File: config.mk
export PLATFORM = sky130hd
export DESIGN_NAME = spi_var_master
export DESIGN_NICKNAME = d
export VERILOG_FILES = /design/src/rtl/spi_vm_pkg.sv /design/src/rtl/spi_vm_regfile.sv /design/src/rtl/spi_vm_clkgen.sv /design/src/rtl/spi_vm_shifter.sv /design/src/rtl/spi_var_master.sv
export SDC_FILE = /design/constraint.sdc
export NUM_CORES = 1
export LEC_CHECK = 0
export BUFFER_PORTS_ARGS = -buffer_cell sky130_fd_sc_hd__buf_2
export CAP_MARGIN = 20
export CORE_MARGIN = 2
export CORE_UTILIZATION = 30
export DETAILED_ROUTE_END_ITERATION = 16
export MAX_ROUTING_LAYER = met4
export REMOVE_ABC_BUFFERS = 1
export SYNTH_ARGS = -nofsm -noshare
export SYNTH_HDL_FRONTEND = slang
export SYNTH_SLANG_ARGS = --single-unit
File: constraint.sdc
create_clock -name clk -period 3.9 [get_ports clk]
set_input_delay 0.78 -clock clk [delete_from_list [all_inputs] [get_ports clk]]
set_output_delay 0.78 -clock clk [all_outputs]
set_load 0.02 [all_outputs]
File: src/rtl/spi_vm_pkg.sv
package spi_vm_pkg;
  localparam int REG_ADDR_W = 2;

  localparam logic [REG_ADDR_W-1:0] ADR_CTRL = 2'd0;
  localparam logic [REG_ADDR_W-1:0] ADR_FMT  = 2'd1;
  localparam logic [REG_ADDR_W-1:0] ADR_TXD  = 2'd2;
  localparam logic [REG_ADDR_W-1:0] ADR_RXD  = 2'd3;

  localparam int CTRL_EN_BIT   = 0;
  localparam int CTRL_SRST_BIT = 1;

  typedef enum logic {
    SH_IDLE = 1'b0,
    SH_RUN  = 1'b1
  } sh_state_e;
endpackage

File: src/rtl/spi_vm_regfile.sv
module spi_vm_regfile
  import spi_vm_pkg::*;
#(
  parameter int DATA_W = 16,
  parameter int LEN_W  = 4
) (
  input  logic                  clk,
  input  logic                  rst_n,
  input  logic                  bus_wr,
  input  logic                  bus_rd,
  input  logic [REG_ADDR_W-1:0] bus_addr,
  input  logic [DATA_W-1:0]     bus_wdata,
  output logic [DATA_W-1:0]     bus_rdata,
  input  logic                  tx_take,
  input  logic                  rx_done,
  input  logic [DATA_W-1:0]     rx_word,
  output logic                  mod_en,
  output logic                  srst_q,
  output logic [LEN_W-1:0]      len_code,
  output logic                  tx_full,
  output logic [DATA_W-1:0]     tx_word,
  output logic                  rx_full,
  output logic                  tx_wr_evt
);
  logic              ctrl_wr;
  logic              fmt_wr;
  logic              rx_rd_evt;
  logic [DATA_W-1:0] rx_buf;

  assign ctrl_wr   = bus_wr && (bus_addr == ADR_CTRL);
  assign fmt_wr    = bus_wr && (bus_addr == ADR_FMT);
  assign tx_wr_evt = bus_wr && (bus_addr == ADR_TXD);
  assign rx_rd_evt = bus_rd && (bus_addr == ADR_RXD);

  // control register: enable is held, soft reset lives for one cycle
  always_ff @(posedge clk or negedge rst_n) begin
    if (!rst_n) begin
      mod_en <= 1'b0;
      srst_q <= 1'b0;
    end else begin
      srst_q <= ctrl_wr && bus_wdata[CTRL_SRST_BIT];
      if (ctrl_wr) mod_en <= bus_wdata[CTRL_EN_BIT];
    end
  end

  always_ff @(posedge clk or negedge rst_n) begin
    if (!rst_n) len_code <= '1;
    else if (fmt_wr) len_code <= bus_wdata[LEN_W-1:0];
  end

  // transmit holding register; a write outranks a same-cycle take
  always_ff @(posedge clk or negedge rst_n) begin
    if (!rst_n) begin
      tx_word <= '0;
      tx_full <= 1'b0;
    end else if (tx_wr_evt) begin
      tx_word <= bus_wdata;
      tx_full <= 1'b1;
    end else if (tx_take) begin
      tx_full <= 1'b0;
    end
  end

  // receive holding register; frame end outranks a same-cycle read
  always_ff @(posedge clk or negedge rst_n) begin
    if (!rst_n) begin
      rx_buf  <= '0;
      rx_full <= 1'b0;
    end else if (rx_done) begin
      rx_buf  <= rx_word;
      rx_full <= 1'b1;
    end else if (rx_rd_evt) begin
      rx_full <= 1'b0;
    end
  end

  always_comb begin
    bus_rdata = '0;
    unique case (bus_addr)
      ADR_CTRL: begin
        bus_rdata[CTRL_EN_BIT]   = mod_en;
        bus_rdata[CTRL_SRST_BIT] = srst_q;
      end
      ADR_FMT:  bus_rdata[LEN_W-1:0] = len_code;
      ADR_TXD:  bus_rdata = tx_word;
      ADR_RXD:  bus_rdata = rx_buf;
      default:  bus_rdata = '0;
    endcase
  end
endmodule

File: src/rtl/spi_vm_clkgen.sv
module spi_vm_clkgen (
  input  logic clk,
  input  logic rst_n,
  input  logic run,
  input  logic mod_en,
  input  logic srst,
  output logic sclk,
  output logic rise_evt,
  output logic fall_evt
);
  logic ph_q;
  logic tick;

  assign tick     = run && mod_en && !srst;
  assign rise_evt = tick && !ph_q;
  assign fall_evt = tick && ph_q;
  assign sclk     = run && ph_q;

  always_ff @(posedge clk or negedge rst_n) begin
    if (!rst_n)              ph_q <= 1'b0;
    else if (!run || srst)   ph_q <= 1'b0;
    else if (tick)           ph_q <= ~ph_q;
  end
endmodule

File: src/rtl/spi_vm_shifter.sv
module spi_vm_shifter
  import spi_vm_pkg::*;
#(
  parameter int DATA_W = 16,
  parameter int LEN_W  = 4
) (
  input  logic              clk,
  input  logic              rst_n,
  input  logic              mod_en,
  input  logic              srst,
  input  logic              tx_full,
  input  logic [DATA_W-1:0] tx_word,
  input  logic [LEN_W-1:0]  len_code,
  input  logic              rise_evt,
  input  logic              fall_evt,
  input  logic              miso,
  output logic              run,
  output logic              tx_take,
  output logic              rx_done,
  output logic [DATA_W-1:0] rx_word,
  output logic              mosi,
  output logic              cs_n
);
  sh_state_e         state_q;
  logic [DATA_W-1:0] txsh_q;
  logic [DATA_W-1:0] rxsh_q;
  logic [LEN_W-1:0]  bitcnt_q;
  logic [LEN_W-1:0]  lenq_q;
  logic              start_idle;
  logic              chain_next;

  // place bit (code) of the word at the MSB of the shifter
  function automatic logic [DATA_W-1:0] align_msb(input logic [DATA_W-1:0] w,
                                                  input logic [LEN_W-1:0]  code);
    int sh;
    sh = DATA_W - 1 - int'(code);
    return w << sh;
  endfunction

  // ones in bits 0..code
  function automatic logic [DATA_W-1:0] low_mask(input logic [LEN_W-1:0] code);
    logic [DATA_W-1:0] m;
    for (int i = 0; i < DATA_W; i++) m[i] = (i <= int'(code));
    return m;
  endfunction

  assign run        = (state_q == SH_RUN);
  assign cs_n       = !run;
  assign mosi       = run && txsh_q[DATA_W-1];
  assign start_idle = !run && mod_en && tx_full && !srst;
  assign rx_done    = run && fall_evt && (bitcnt_q == '0) && !srst;
  assign chain_next = rx_done && mod_en && tx_full;
  assign tx_take    = start_idle || chain_next;
  assign rx_word    = rxsh_q & low_mask(lenq_q);

  always_ff @(posedge clk or negedge rst_n) begin
    if (!rst_n) begin
      state_q  <= SH_IDLE;
      txsh_q   <= '0;
      rxsh_q   <= '0;
      bitcnt_q <= '0;
      lenq_q   <= '0;
    end else if (srst) begin
      state_q  <= SH_IDLE;
      txsh_q   <= '0;
      rxsh_q   <= '0;
      bitcnt_q <= '0;
    end else if (tx_take) begin
      state_q  <= SH_RUN;
      txsh_q   <= align_msb(tx_word, len_code);
      bitcnt_q <= len_code;
      lenq_q   <= len_code;
    end else if (rx_done) begin
      state_q <= SH_IDLE;
    end else if (run) begin
      if (rise_evt) rxsh_q <= {rxsh_q[DATA_W-2:0], miso};
      if (fall_evt) begin
        txsh_q   <= {txsh_q[DATA_W-2:0], 1'b0};
        bitcnt_q <= bitcnt_q - 1'b1;
      end
    end
  end
endmodule

File: src/rtl/spi_var_master.sv
module spi_var_master
  import spi_vm_pkg::*;
#(
  parameter int DATA_W = 16
) (
  input  logic                  clk,
  input  logic                  rst_n,
  input  logic                  bus_wr,
  input  logic                  bus_rd,
  input  logic [REG_ADDR_W-1:0] bus_addr,
  input  logic [DATA_W-1:0]     bus_wdata,
  output logic [DATA_W-1:0]     bus_rdata,
  output logic                  tx_empty,
  output logic                  rx_full,
  output logic                  spi_sclk,
  output logic                  spi_mosi,
  input  logic                  spi_miso,
  output logic                  spi_cs_n
);
  localparam int LEN_W = $clog2(DATA_W);

  // named internal events, observed by the bound checker
  logic              mod_en;
  logic              srst_q;
  logic [LEN_W-1:0]  len_code;
  logic              tx_full;
  logic [DATA_W-1:0] tx_word;
  logic              tx_take;
  logic              tx_wr_evt;
  logic              rx_done;
  logic [DATA_W-1:0] rx_word;
  logic              run;
  logic              rise_evt;
  logic              fall_evt;

  assign tx_empty = !tx_full;

  spi_vm_regfile #(.DATA_W(DATA_W), .LEN_W(LEN_W)) u_regs (
    .clk(clk), .rst_n(rst_n),
    .bus_wr(bus_wr), .bus_rd(bus_rd), .bus_addr(bus_addr),
    .bus_wdata(bus_wdata), .bus_rdata(bus_rdata),
    .tx_take(tx_take), .rx_done(rx_done), .rx_word(rx_word),
    .mod_en(mod_en), .srst_q(srst_q), .len_code(len_code),
    .tx_full(tx_full), .tx_word(tx_word), .rx_full(rx_full),
    .tx_wr_evt(tx_wr_evt)
  );

  spi_vm_clkgen u_clk (
    .clk(clk), .rst_n(rst_n), .run(run), .mod_en(mod_en), .srst(srst_q),
    .sclk(spi_sclk), .rise_evt(rise_evt), .fall_evt(fall_evt)
  );

  spi_vm_shifter #(.DATA_W(DATA_W), .LEN_W(LEN_W)) u_shift (
    .clk(clk), .rst_n(rst_n), .mod_en(mod_en), .srst(srst_q),
    .tx_full(tx_full), .tx_word(tx_word), .len_code(len_code),
    .rise_evt(rise_evt), .fall_evt(fall_evt), .miso(spi_miso),
    .run(run), .tx_take(tx_take), .rx_done(rx_done), .rx_word(rx_word),
    .mosi(spi_mosi), .cs_n(spi_cs_n)
  );
endmodule

; ---- Yosys cells after proc, flatten, opt, wreduce, memory -nomap -nowiden
; Cells that the tools add are included.
; W data, S select, Z words.
[word_totals]
reg_bits = 82
word_cells = 105
inputBits = 23
[classes]
bitwise_logic = 3
n_lt_le_gt_ge = 15
reduce_logical = 38
muxes = 27
eq_ne = 6
add_sub_neg = 2
shift = 1
[ops]
columns = op, n
row1 = $mux W16, 10
row2 = $le A4 B4 Y1 const A, 8
row3 = $shl A16 B32 Y16, 1
row4 = $pmux W12 S2, 1
row5 = $mux W4, 5
row6 = $logic_and A1 B1 Y1, 19
row7 = $and A16 B16 Y16, 1
row8 = $le A3 B4 Y1 const A, 4
row9 = $reduce_bool A2 Y1, 5
row10 = $mux W1, 9
row11 = $reduce_bool A3 Y1, 3
row12 = $le A2 B4 Y1 const A, 2
row13 = $pmux W2 S4, 1
row14 = $pmux W2 S3, 1
row15 = $sub A4 B4 Y5 const A, 1
row16 = $eq A2 B2 Y1 const B, 2
row17 = $le A1 B4 Y1 const A, 1
row18 = $logic_not A1 Y1, 4
row19 = $logic_not A4 Y1, 1
row20 = $reduce_and A4 Y1, 1
row21 = $sub A4 B1 Y4 const B, 1
row22 = $ne A3 B3 Y1 const B, 1
row23 = $reduce_and A3 Y1, 1
row24 = $eq A2 B1 Y1 const B, 1
row25 = other kinds (6), 8

; ---- Logic depth before layout (Yosys ltp)
; Gate-level depths: netlist of the first run.
[depth]
ltp_word = 11
depth_mapped = 8
ltp_nobuf = 7

; ---- By module
; A second synthesis of the first run with hierarchy kept.
[unflattened]
hier_cells = 437
area_unflattened_um2 = 4561.9
[modules_own_cells]
columns = module, n_inst, area_per_inst_um2, seq_area_each_um2, cells_each
row1 = spi_vm_shifter, 1, 2662.6, 1026.0, 306
row2 = spi_vm_regfile, 1, 1818.0, 1006.0, 124
row3 = spi_vm_clkgen, 1, 77.6, 25.0, 6
row4 = spi_var_master, 1, 3.8, 0.0, 1

; ---- Worst setup path before layout of the first run
; Ideal clock, no wire load.
[synth_path]
path_kind = input to output
startpoint = in bus_addr[0]
endpoint = out bus_rdata[0]
arrival_time_ns = 1.807
cell_stages = 2
slack_ns = 1.313
t_required_ns = 3.120
n_path_buf = 1
cell_sequence = clkbuf_1 > mux4_2
[synth_between]
elab_chain_cells = 2
word_cells_on_any_way = 5
[synth_lines]
columns = element, line_no
row1 = from (decl), spi_var_master.sv:10  ; input logic [REG_ADDR_W-1:0] bus_addr,
row2 = "$eq A2 B2 Y1, or another cell as far along", spi_vm_regfile.sv:79  ; unique case (bus_addr)
row3 = $pmux W2 S4 *, spi_vm_regfile.sv:79
row4 = to (decl), spi_var_master.sv:12  ; output logic [DATA_W-1:0] bus_rdata,
; Mark *: on every way between the ends. The rest lies on a longest branch, timed or not.

; ---- Worst setup path in the final report of the first run
[layout_path]
startpoint = reg u_regs.srst_q
endpoint = reg u_shift.txsh_q[11]
[layout_between]
elab_chain_cells = 11
word_cells_on_any_way = 16
[layout_lines]
columns = element, line_no
row1 = from (decl), spi_vm_regfile.sv:18  ; output logic srst_q,
row2 = from (signal assigned), spi_vm_regfile.sv:41  ; srst_q <= ctrl_wr && bus_wdata[CTRL_SRST_BIT];
row3 = $logic_not A1 Y1, "spi_vm_clkgen.sv:14, spi_vm_shifter.sv:50, spi_vm_shifter.sv:51"
row4 = $logic_and A1 B1 Y1, spi_vm_clkgen.sv:14  ; assign tick = run && mod_en && !srst;
row5 = $logic_and A1 B1 Y1, spi_vm_clkgen.sv:16  ; assign fall_evt = tick && ph_q;
row6 = $logic_and A1 B1 Y1 (3 in a row), spi_vm_shifter.sv:51  ; assign rx_done = run && fall_evt && (bitcnt_q == '0) && !srst;
row7 = $logic_and A1 B1 Y1 (2 in a row), spi_vm_shifter.sv:52  ; assign chain_next = rx_done && mod_en && tx_full;
row8 = $logic_or A1 B1 Y1, spi_vm_shifter.sv:53  ; assign tx_take = start_idle || chain_next;
row9 = "$ne A3 B3 Y1 (no line), or another cell as far along", n/a
row10 = $reduce_and A3 Y1 (no line) or $mux W16 (tied branches), n/a
row11 = to (signal assigned), spi_vm_shifter.sv:70  ; txsh_q <= align_msb(tx_word, len_code);
row12 = to (signal assigned), spi_vm_shifter.sv:78  ; txsh_q <= {txsh_q[DATA_W-2:0], 1'b0};
row13 = to (decl), spi_vm_shifter.sv:25  ; logic [DATA_W-1:0] txsh_q;
; Parallel ways exist; a longest one is shown, timed or not.
; A chain may end at the register's enable or synchronous reset.

==> metrics.md, run 1 <==
| Metric | Value |
|---|---|
| Placed cell count | a little over 600 |
| Worst-margin pin slew | about 0.92 ns |
| RSZ-0062 raised after global routing | no |
| Pint | approximately 2.1 mW |
| Vert. Die Dim | 126.9 um |
| Relative slew slack | 38.90% |
| DRT Pass-1 Iters | 4 |
| Total I/O pin count | between 40 and 50 |
| Final setup fails | 0 |
| Clock network fraction of total power | 26.5% |
| Core region area | approximately 15000 um^2 |
| Most frequent cell after synthesis | dfrtp_1 |
| FF/Latch Area | ~2100 um^2 |
| Max Cap Violations | 0 |
| Clk sinks | 82 |
| Post-CTS setup buffers | 0 |
| Slew Limit Fails | 0 |
| Clock buffer depth | 2 |
| Post-CTS resize count | 0 |
| Max incr delay on CP | approximately 0.81 ns |
| Worst Path Buf+Inv | 1 |
| GRT overflow | 0 |
| Initial antenna violation count | 0 |
| P&R area growth vs syn | 14.18% |
| Tcrit/Tclk final | between 70% and 80% |
| Post-route ant nets | 0 |
| Most frequent cells after synthesis | dfrtp_1, nand2_1, o21ai_0 |
| CP Cell Sequence | and4b_1, nand2_4, o22ai_2, inv_1, o22a_1 |
| Finished Cell Area | just over 5000 um^2 |
| 1st-iter DRT viols | ~150 |
| Layout Skew | about 0.010 ns |
| Synth area leaders | dfrtp_1, mux2i_1, mux2_2 |
| Critical Path End Type | flip-flop |
| Syn. warnings | 0 |
| Combinational Power Share | 29.6% |
| Initial Util | 30.92% |
| Area of the multi-input gates | between 2000 and 2500 um^2 |
| Avg Cell Area, Syn | 10.70 um^2 |
| Final Hold Vio Count | 0 |
| Critical Path AT | roughly 3.0 ns |
| Crit path kind | reg2reg |
| Std cell rows | 44 |
| Global routing's busiest layer | met2 |
| Outcome | completed |
| Async SR Flop Fraction | 100.0% |
| Top FF cell, synth | dfrtp_1 |
| Post-synthesis adder-cell area fraction | less than 1% |
| Seq cells post-synth | 82 |
| Vias per std cell | roughly 5.2 |
| Final GP Congestion | about 0.84 |
| Worst R2R Start | u_regs.srst_q |
| DP Area | around 4800 um^2 |
| Crit path max fanout | 36 |
| Post-synthesis compound-gate area fraction | 14.53% |
| CTS tree | built |
| Largest net degree at the start of global routing | between 80 and 90 |
| R2R setup slack | 1.13 ns |
| Layout filler cell count | 1476 |
| Post-synthesis cell type count | 55 |
| Mux contribution to synthesized area | about a fifth |
| CP required | between 4 and 5 ns |
| H-tree Lvls | 3 |
| ANT cells | 0 |
| Routed WL | 10800 um |
| Met2 usage | between 20% and 30% |
| R2R Path End | u_shift.txsh_q[11] |
| Post-Synthesis Cells | 423 |
| HPWL Detailed | roughly 7500 um |
| WL/cell | between 15 and 20 um |
| Layout cells sized above 1 | 24.50% |
| Total negative slack | 0 ns |
| Met3 usage | under 10% |
| Fin util | about a third |
| Largest family of logic cells by synthesized area | multiplexers |
| Global-route wire length before repair | approximately 18000 um |
| Min-Delay Path Class | in2async |
| Cell area after synthesis | 4528 um^2 |
| Largest delay share family, worst path | compound AO/OA/AOI/OAI gates |
| Pleak | 2.257 nW |
| Clk_lat worst skew | 0.34 ns |
| VDD IR-drop max | about 0.00032 V |
| Synth top area share | a little over two fifths |
| Hold-fix buffers at CTS | 0 |
| Die Span X | ~130 um |
| CTS clk-pin slew, worst paths | about 0.070 ns |
| Crit. Startpoint | u_regs.srst_q |
| Worst path slowest cell | o22ai_2 |
| Non-Filler Instances | between 600 and 700 |
| PD cells | 633.6 nW/um^2 |
| Root Driver | clkbuf_16 |
| Net Switching | approximately 1.2 mW |
| Die area | 16090 um^2 |
| Cell taking the most area after synthesis | dfrtp_1 |
| Fmax | 361.6 MHz |
| Fin nets | 472 |
| Met1 Usage GRT | 18.00% |
| Fin crit period | around 2.8 ns |
| Post-synth EDFFs | 0 |
| Inserted Clock Buffers | 9 |
| Sequential power share | between 40% and 50% |
| Number of global-route vias before repair | 3481 |
| Worst Reg2Reg Path Length in Cells | 5 |
| Port Buffers | 43 |
| Startpoint types | flip-flop |
| Gr usage total | approximately 15% |
| XOR/XNOR Fraction of Synth Area | less than 1% |
| Post-synthesis simple-gate area fraction | 14.23% |
| Via Count | 3321 |
| Switch share | between 30% and 40% |
| Drc violations | 0 |
| Register area share after synthesis | a little under half |
how the worst max path moves through the flow:
stage	endpoint	slack (ns)	cells past startpoint
5_1_grt	u_shift.txsh_q[11]	0.91	5
3_3_place_gp	bus_rdata[1]	1.16	3
6_report	u_shift.txsh_q[11]	1.13	5
4_1_cts	bus_rdata[0]	1.14	3
3_5_place_dp	bus_rdata[0]	1.14	3
2_1_floorplan	u_shift.txsh_q[11]	1.62	7
cells by family (layout without fill, tap and decap cells):
group           Yosys count  count (layout)
buf+inv                  39              69
fa+ha+maj                 1               1
flops                    82              82
xor+xnor                  1               1
simple gates            125             125
compound gates          101             101
mux                      74              74
power by group through the flow:
stage	combinational [mW]	sequential [mW]	clock (mW)
after global placement	0.919	1.44	0
final	0.970	1.44	0.870
after detailed placement	0.961	1.45	0
after CTS	0.970	1.43	0.884
after global routing	1.08	1.48	0.920
after floorplan	0.729	1.33	0
flip-flops by register name, indices dropped and copies added (netlist names):
register          count
u_clk.ph_q            1
u_regs.len_code       4
u_regs.mod_en         1
u_regs.rx_buf        16
u_regs.rx_full        1
u_regs.srst_q         1
u_regs.tx_full        1
u_regs.tx_word       16
u_shift.bitcnt_q      4
u_shift.lenq_q        4
u_shift.run           1
u_shift.rxsh_q       16
u_shift.txsh_q       16
layer usage:
metal / part of all wire [%] / vias up
li1: - / 1573
met2: 49 / 67
met4: 1.8 / 0
met5: 0 / -
met3: 3.2 / 14
met1: 46 / 1667
cell type report:
class	instances	share of cell area, %
clock buffer	11	4.695
clock inverter	5	1.186
inverter	8	0.5808
multi-input combinational	302	44.26
sequential	82	39.79
tap	184	4.453
timing repair buffer	45	5.034
layout by cell type, fill, tap and decap left out, drive strengths merged, types with 4 or more instances in the layout:
master | synthesis | routed
dfrtp | 78 | 78
nand2 | 62 | 62
o21ai | 47 | 47
buf | 11 | 45
mux2i | 32 | 32
mux2 | 28 | 28
nand2b | 22 | 22
nor2b | 14 | 14
mux4 | 14 | 14
clkbuf | 20 | 11
a21oi | 10 | 10
inv | 8 | 9
nor2 | 8 | 8
a22oi | 8 | 8
and2 | 6 | 6
dfstp | 4 | 4
o22ai | 4 | 4
metrics by stage:
stage | power, mW | hold slack, ns | setup slack, ns
detailed placement | 2.406 | 0.4741 | 1.144
global route | 3.485 | 0.3336 | 0.9146
global placement | 2.359 | 0.4653 | 1.159
floorplan | 2.059 | 0.4412 | 1.619
finish | 3.276 | 0.3257 | 1.135
CTS | 3.285 | 0.4880 | 1.143
worst register-to-register path, stage by stage, from the launching register on:
cell     delay [ns]
dfrtp_1        0.64
and4b_1        0.57
nand2_4        0.26
o22ai_2        0.81
inv_1          0.14
o22a_1         0.23
(Power assumes the default switching activity.)
==> run 2: changes to the inputs <==
--- a/config.mk
+++ b/config.mk
@@ -5,6 +5,7 @@
 export SDC_FILE = /design/constraint.sdc
 export NUM_CORES = 1
 export LEC_CHECK = 0
+export ABC_AREA = 1
 export BUFFER_PORTS_ARGS = -buffer_cell sky130_fd_sc_hd__buf_2
 export CAP_MARGIN = 20
 export CORE_MARGIN = 2
==> constraint.sdc (replaced) <==
create_clock -name clk -period 2.4 [get_ports clk]
set_input_delay 0.48 -clock clk [delete_from_list [all_inputs] [get_ports clk]]
set_output_delay 0.48 -clock clk [all_outputs]
set_load 0.02 [all_outputs]
==> metrics.md, run 2 <==
| Metric | Value |
|---|---|
| 1st-iter DRT viols | between 200 and 250 |
| P&R area growth vs syn | 15.87% |
| Post-synth EDFFs | 0 |
| Clk_lat worst skew | 0.34 ns |
| Vias per std cell | 4.861 |
| Worst R2R Start | u_shift.bitcnt_q[0] |
| Post-Synthesis Cells | just under 600 |
| Final setup fails | 0 |
| Syn. warnings | 0 |
| DP Area | between 4000 and 5000 um^2 |
| Outcome | completed |
| Layout cells sized above 1 | approximately 16% |
| Crit path max fanout | 15 |
| Tcrit/Tclk final | ~83% |
| Cell area after synthesis | 4424 um^2 |
| Max Cap Violations | 0 |
| Worst-margin pin slew | about 0.49 ns |
| Vert. Die Dim | 125.4 um |
| Cell taking the most area after synthesis | dfrtp_1 |
| Post-CTS resize count | 0 |
| Layout Skew | about 0.0053 ns |
| Die Span X | around 130 um |
| HPWL Detailed | 8076 um |
| Die area | about 16000 um^2 |
| Most frequent cells after synthesis | nand2_1, nand3_1, dfrtp_1 |
| PD cells | between 1000 and 1500 nW/um^2 |
| Drc violations | 0 |
| CTS clk-pin slew, worst paths | 0.06 ns |
| Total I/O pin count | 44 |
| Initial Util | 30.56% |
| Post-CTS setup buffers | 0 |
| Pleak | roughly 2.6 nW |
| Top FF cell, synth | dfrtp_1 |
| Crit path kind | in2out |
| DRT Pass-1 Iters | 5 |
| Hold-fix buffers at CTS | 0 |
| R2R Path End | u_shift.bitcnt_q[1] |
| Slew Limit Fails | 0 |
| Setup WS post-layout | 0.4026 ns |
| CP Cell Sequence | buf_2, nand2_1, o21ai_0, buf_2 |
| Final Hold Vio Count | 0 |
| Worst path slowest cell | o21ai_0 |
| CP required | ~1.9 ns |
| Synth top area share | 44.12% |
| Register area share after synthesis | a little under half |
| Relative slew slack | ~67% |
| Post-synthesis cell type count | 32 |
| Fin crit period | 1.997 ns |
| Startpoint types | input port |
| Most frequent cell after synthesis | nand2_1 |
| R2R setup slack | between 0.4 and 0.5 ns |
| Gr usage total | around 16% |
| Largest net degree at the start of global routing | 40 |
| Layout filler cell count | ~1500 |
| Worst Reg2Reg Path Length in Cells | 10 |
| Clk sinks | a little over 80 |
| Port Buffers | 43 |
| Fin nets | 639 |
| GRT overflow | 0 |
| CTS tree | built |
| Via Count | around 3900 |
| Finished Cell Area | between 5000 and 6000 um^2 |
| Most common cell after layout, fill and taps aside | nand2_1 |
| Number of global-route vias before repair | 3841 |
| WL/cell | 14.22 um |
| Total negative slack | 0 ns |
| Fmax | between 500 and 600 MHz |
| Min-Delay Path Class | in2async |
| VDD IR-drop max | slightly below 0.0005 V |
| Avg Cell Area, Syn | ~7.6 um^2 |
| Crit. Startpoint | bus_addr[1] |
| Std cell rows | 44 |
| Routed WL | 11430 um |
| RSZ-0062 raised after global routing | no |
| Async SR Flop Fraction | between 90% and 100% |
| Fin util | between 30% and 40% |
| Most frequent cells in the layout | nand2_1, nand3_1, dfrtp_1, o21ai_0, buf_2 |
| Initial antenna violation count | 0 |
| Max incr delay on CP | ~0.37 ns |
| Critical Path End Type | output port |
| Total power | between 5 and 6 mW |
| H-tree Lvls | 3 |
| Root Driver | clkbuf_16 |
| Inserted Clock Buffers | 9 |
| Global-route wire length before repair | around 19000 um |
| ANT cells | 0 |
| Critical Path AT | ~1.5 ns |
| Clock buffer depth | 2 |
| Post-route ant nets | 0 |
| Final GP Congestion | between 0.7 and 0.8 |
| Core region area | 14480 um^2 |
| Most frequent CP cell | buf_2 |
| Pre-CTS WS | 0.4071 ns |
| Synth area leaders | dfrtp_1, nand2_1, nand3_1 |
| Seq cells post-synth | 82 |
## run 2: cell count changes in the layout (fill, tap and decap cells not counted), moves of 8 or more
| cell | previous run | this run |
|---|---|---|
| nor2b_1 | 14 | 0 |
| nand3_1 | 3 | 102 |
| mux2_2 | 28 | 12 |
| nand2_1 | 61 | 194 |
| nor2_1 | 8 | 25 |
| mux4_2 | 12 | 0 |
| nand2b_1 | 22 | 0 |
| a22oi_1 | 8 | 0 |
| inv_1 | 8 | 38 |
| buf_4 | 1 | 12 |
| mux2i_1 | 32 | 0 |
## run 2: worst max-delay path by stage
stage	end	depth (start not counted)
after global routing	u_shift.bitcnt_q[1]	10
after CTS	bus_rdata[10]	4
after global placement	bus_rdata[10]	4
final	bus_rdata[10]	4
after floorplan	u_shift.bitcnt_q[1]	7
after detailed placement	bus_rdata[10]	4
## run 2: logic make-up (layout without fill, tap and decap cells)
group	count (synthesis)	after routing	synth area share (%)
and+or+nand+nor	335	335	32.58
muxes	12	12	3.054
AOI/OAI and AO/OA	73	73	9.276
buffers and inverters	76	115	7.919
DFF	82	82	46.49
xor gates and xnor gates	2	2	0.3960
adders and majority gates	1	1	0.2828
## run 2: where the power goes
group / internal, mW / switching (mW) / total [mW]
logic: 0.575 / 1.06 / 1.63
clock network: 0.921 / 0.569 / 1.49
registers: 1.79 / 0.329 / 2.12
## run 2: layout make-up
class	count	area [um^2]	area share, %
well taps	184	230.2	4.491
inverters	43	161.4	3.149
flip-flops and latches	82	2057	40.13
clock buffers	11	232.7	4.540
repair buffers	56	340.3	6.639
clock inverters	5	87.58	1.709
multi-input cells	423	2017	39.35
## run 2: critical path: cells and delay by family
kind            cells  cell delay [ns]
buf+inv             2             0.35
compound gates      1             0.37
simple gates        1             0.31
## run 2: layer usage
| metal | part of all wire [%] | up-vias | track usage (%) |
|---|---|---|---|
| li1 | - | 1976 | - |
| met1 | 47 | 1850 | 21.35 |
| met2 | 48 | 72 | 24.58 |
| met3 | 3.2 | 10 | 1.669 |
| met4 | 1.4 | 0 | 5.621 |
| met5 | 0 | - | - |
## run 2: through the flow
| stage | instances | hold slack [ns] |
|---|---|---|
| 6_report | 804 | 0.05870 |
| 5_1_grt | 804 | 0.08100 |
| 4_1_cts | 804 | 0.06261 |
| 3_5_place_dp | 788 | 0.4318 |
| 3_3_place_gp | 788 | 0.4278 |
| 2_1_floorplan | 548 | 0.1844 |
==> run 3: changes to the inputs <==
--- a/config.mk
+++ b/config.mk
@@ -5,7 +5,7 @@
 export SDC_FILE = /design/constraint.sdc
 export NUM_CORES = 1
 export LEC_CHECK = 0
-export ABC_AREA = 1
+export ABC_AREA = 0
 export BUFFER_PORTS_ARGS = -buffer_cell sky130_fd_sc_hd__buf_2
 export CAP_MARGIN = 20
 export CORE_MARGIN = 2
==> constraint.sdc (replaced) <==
create_clock -name clk -period 2 [get_ports clk]
set_input_delay 0.4 -clock clk [delete_from_list [all_inputs] [get_ports clk]]
set_output_delay 0.4 -clock clk [all_outputs]
set_load 0.02 [all_outputs]
==> metrics.md, run 3 (same netlist as run 1, synthesis figures left out) <==
| Metric | Value |
|---|---|
| Critical Path End Type | flip-flop |
| Initial antenna violation count | 0 |
| Combinational Power Share | between 30% and 40% |
| Gr usage total | approximately 15% |
| P&R area growth vs syn | 22.63% |
| Fin nets | roughly 510 |
| Die Span X | ~130 um |
| Root Driver | clkbuf_16 |
| Die area | 16090 um^2 |
| Startpoint types | flip-flop |
| Max incr delay on CP | 0.62 ns |
| Clock network fraction of total power | between 20% and 30% |
| H-tree Lvls | 3 |
| Vias per std cell | about 5.1 |
| Largest delay share family, worst path | multiplexers |
| Clk sinks | 82 |
| Clk_lat worst skew | approximately 0.34 ns |
| Max Cap Violations | 0 |
| Final setup fails | 1 |
| Finished Cell Area | 5553 um^2 |
| Post-route ant nets | 0 |
| Crit path kind | reg2reg |
| CP required | approximately 2.2 ns |
| Crit path max fanout | 6 |
| VDD IR-drop max | 0.0005402 V |
| Number of global-route vias before repair | approximately 3500 |
| Area of the multi-input gates | 2308 um^2 |
| Layout filler cell count | approximately 1400 |
| Worst-margin pin slew | approximately 0.5 ns |
| WL/cell | 16.82 um |
| Total power | between 6 and 7 mW |
| DP Area | roughly 5100 um^2 |
| Outcome | finished with violations |
| Failing checks | setup timing |
| Final Hold Vio Count | 0 |
| Pint | approximately 4.3 mW |
| Routed WL | 11370 um |
| Pleak | 2.463 nW |
| Inserted Clock Buffers | 9 |
| Layout cells sized above 1 | a little under a third |
| Worst path slowest cell | dfstp_2 |
| Slew Limit Fails | 0 |
| GRT overflow | 0 |
| Non-Filler Instances | just under 700 |
| Switch share | 35.73% |
| Final GP Congestion | between 0.8 and 0.9 |
| DRT Pass-1 Iters | 4 |
| Most frequent cells in the layout | dfrtp_1, nand2_1, o21ai_0, buf_2, buf_4 |
| CP Cell Sequence | mux4_2, mux2_4, a21oi_2, nor2_1, o32a_1 |
| Most common cell after layout, fill and taps aside | dfrtp_1 |
| Via Count | between 3000 and 4000 |
| Port Buffers | between 40 and 50 |
| Initial Util | 30.92% |
| Relative slew slack | approximately two thirds |
| Fmax | 496.1 MHz |
| Net Switching | 2.397 mW |
| PD cells | around 1200 nW/um^2 |
| 1st-iter DRT viols | 260 |
| CTS tree | built |
| Setup WS post-layout | -0.01552 ns |
| Drc violations | 0 |
| Global-route wire length before repair | around 19000 um |
| HPWL Detailed | approximately 8300 um |
| CTS clk-pin slew, worst paths | around 0.060 ns |
| Worst Path Buf+Inv | 0 |
| Tcrit/Tclk final | 100.8% |
| ANT cells | 0 |
| Std cell rows | 44 |
| Vert. Die Dim | 126.9 um |
| Min-Delay Path Class | in2reg |
| Clock buffer depth | 2 |
| FF/Latch Area | approximately 2100 um^2 |
| Total I/O pin count | 44 |
| Core region area | between 10000 and 15000 um^2 |
| Critical Path AT | about 2.2 ns |
| Fin crit period | between 2 and 2.5 ns |
| Largest net degree at the start of global routing | 45 |
| Layout Skew | around 0.0067 ns |
| Sequential power share | roughly two fifths |
| RSZ-0062 raised after global routing | yes |
| Placed cell count | 655 |
==> run 3: cell count changes in the layout (fill, tap and decap cells not counted), moves of 17 or more <==
cell	change
buf_4	+21
nand2b_1	+22
nand2_1	-134
mux2i_1	+31
inv_1	-30
nand3_1	-99
nor2_1	-17
==> run 3: through the flow <==
stage / setup WS, ns / utilization, % / setup TNS [ns] / hold slack (ns)
4_1_cts: -0.04168 / 37.53 / -0.09378 / 0.2841
3_3_place_gp: 0.01428 / 35.12 / 0 / 0.3202
2_1_floorplan: -0.2808 / - / -4.248 / 0.1044
3_5_place_dp: -0.01751 / 35.12 / -0.01751 / 0.3224
6_report: -0.01552 / 37.92 / -0.01552 / 0.2926
5_1_grt: -0.07249 / 37.92 / -0.2064 / 0.2828
==> run 3: worst paths after layout <==
path	start	to	slack [ns]	cells past startpoint
max	u_regs.len_code[0]	u_shift.txsh_q[8]	-0.02	5
min	bus_wdata[4]	u_regs.tx_word[4]	0.29	2
max reg2reg	u_regs.len_code[0]	u_shift.txsh_q[8]	-0.02	5
min reg2reg	u_regs.rx_buf[2]	u_regs.rx_buf[2]	0.48	2
max in group asynchronous	rst_n	u_regs.len_code[2]	0.88	3
min in group asynchronous	rst_n	u_shift.rxsh_q[12]	0.51	2
==> run 3: final cells by class <==
cell class	instances	share of cell area (%)
multi-input cells	302	41.57
flip-flops and latches	82	37.04
repair buffers	84	11.20
clock buffers	11	4.371
well taps	184	4.146
clock inverters	5	1.127
inverters	8	0.5408
==> run 3: layer usage <==
metal | global-route usage [%] | vias up | wire length [um]
met3 | 3.248 | 17 | 446
met4 | 4.072 | 0 | 195
met1 | 19.68 | 1673 | 5268
met5 | - | - | 0
met2 | 24.13 | 87 | 5461
li1 | - | 1657 | -
==> run 3: timing repair <==
| item | CTS | global route |
|---|---|---|
| setup endpoints to repair | 4 | 18 |
| resized for setup | 8 | 11 |
| hold buffers | 1 | 0 |
| setup buffers | 1 | 3 |
| pin swaps | 0 | 2 |
| endpoints found under the hold margin | 19 | 0 |
==> run 3: worst register-to-register path, cell delays in order, from the launching register on <==
cell     delay [ns]
dfstp_2        0.62
mux4_2         0.53
mux2_4         0.28
a21oi_2        0.12
nor2_1         0.05
o32a_1         0.29
==> run 3: power by group through the flow <==
stage	combinational (mW)	clock, mW	sequential, mW
detailed placement	2.28	0	2.63
global placement	2.24	0	2.62
CTS	2.33	1.74	2.62
finish	2.37	1.71	2.62
floorplan	1.42	0	2.59
global route	2.63	1.80	2.69
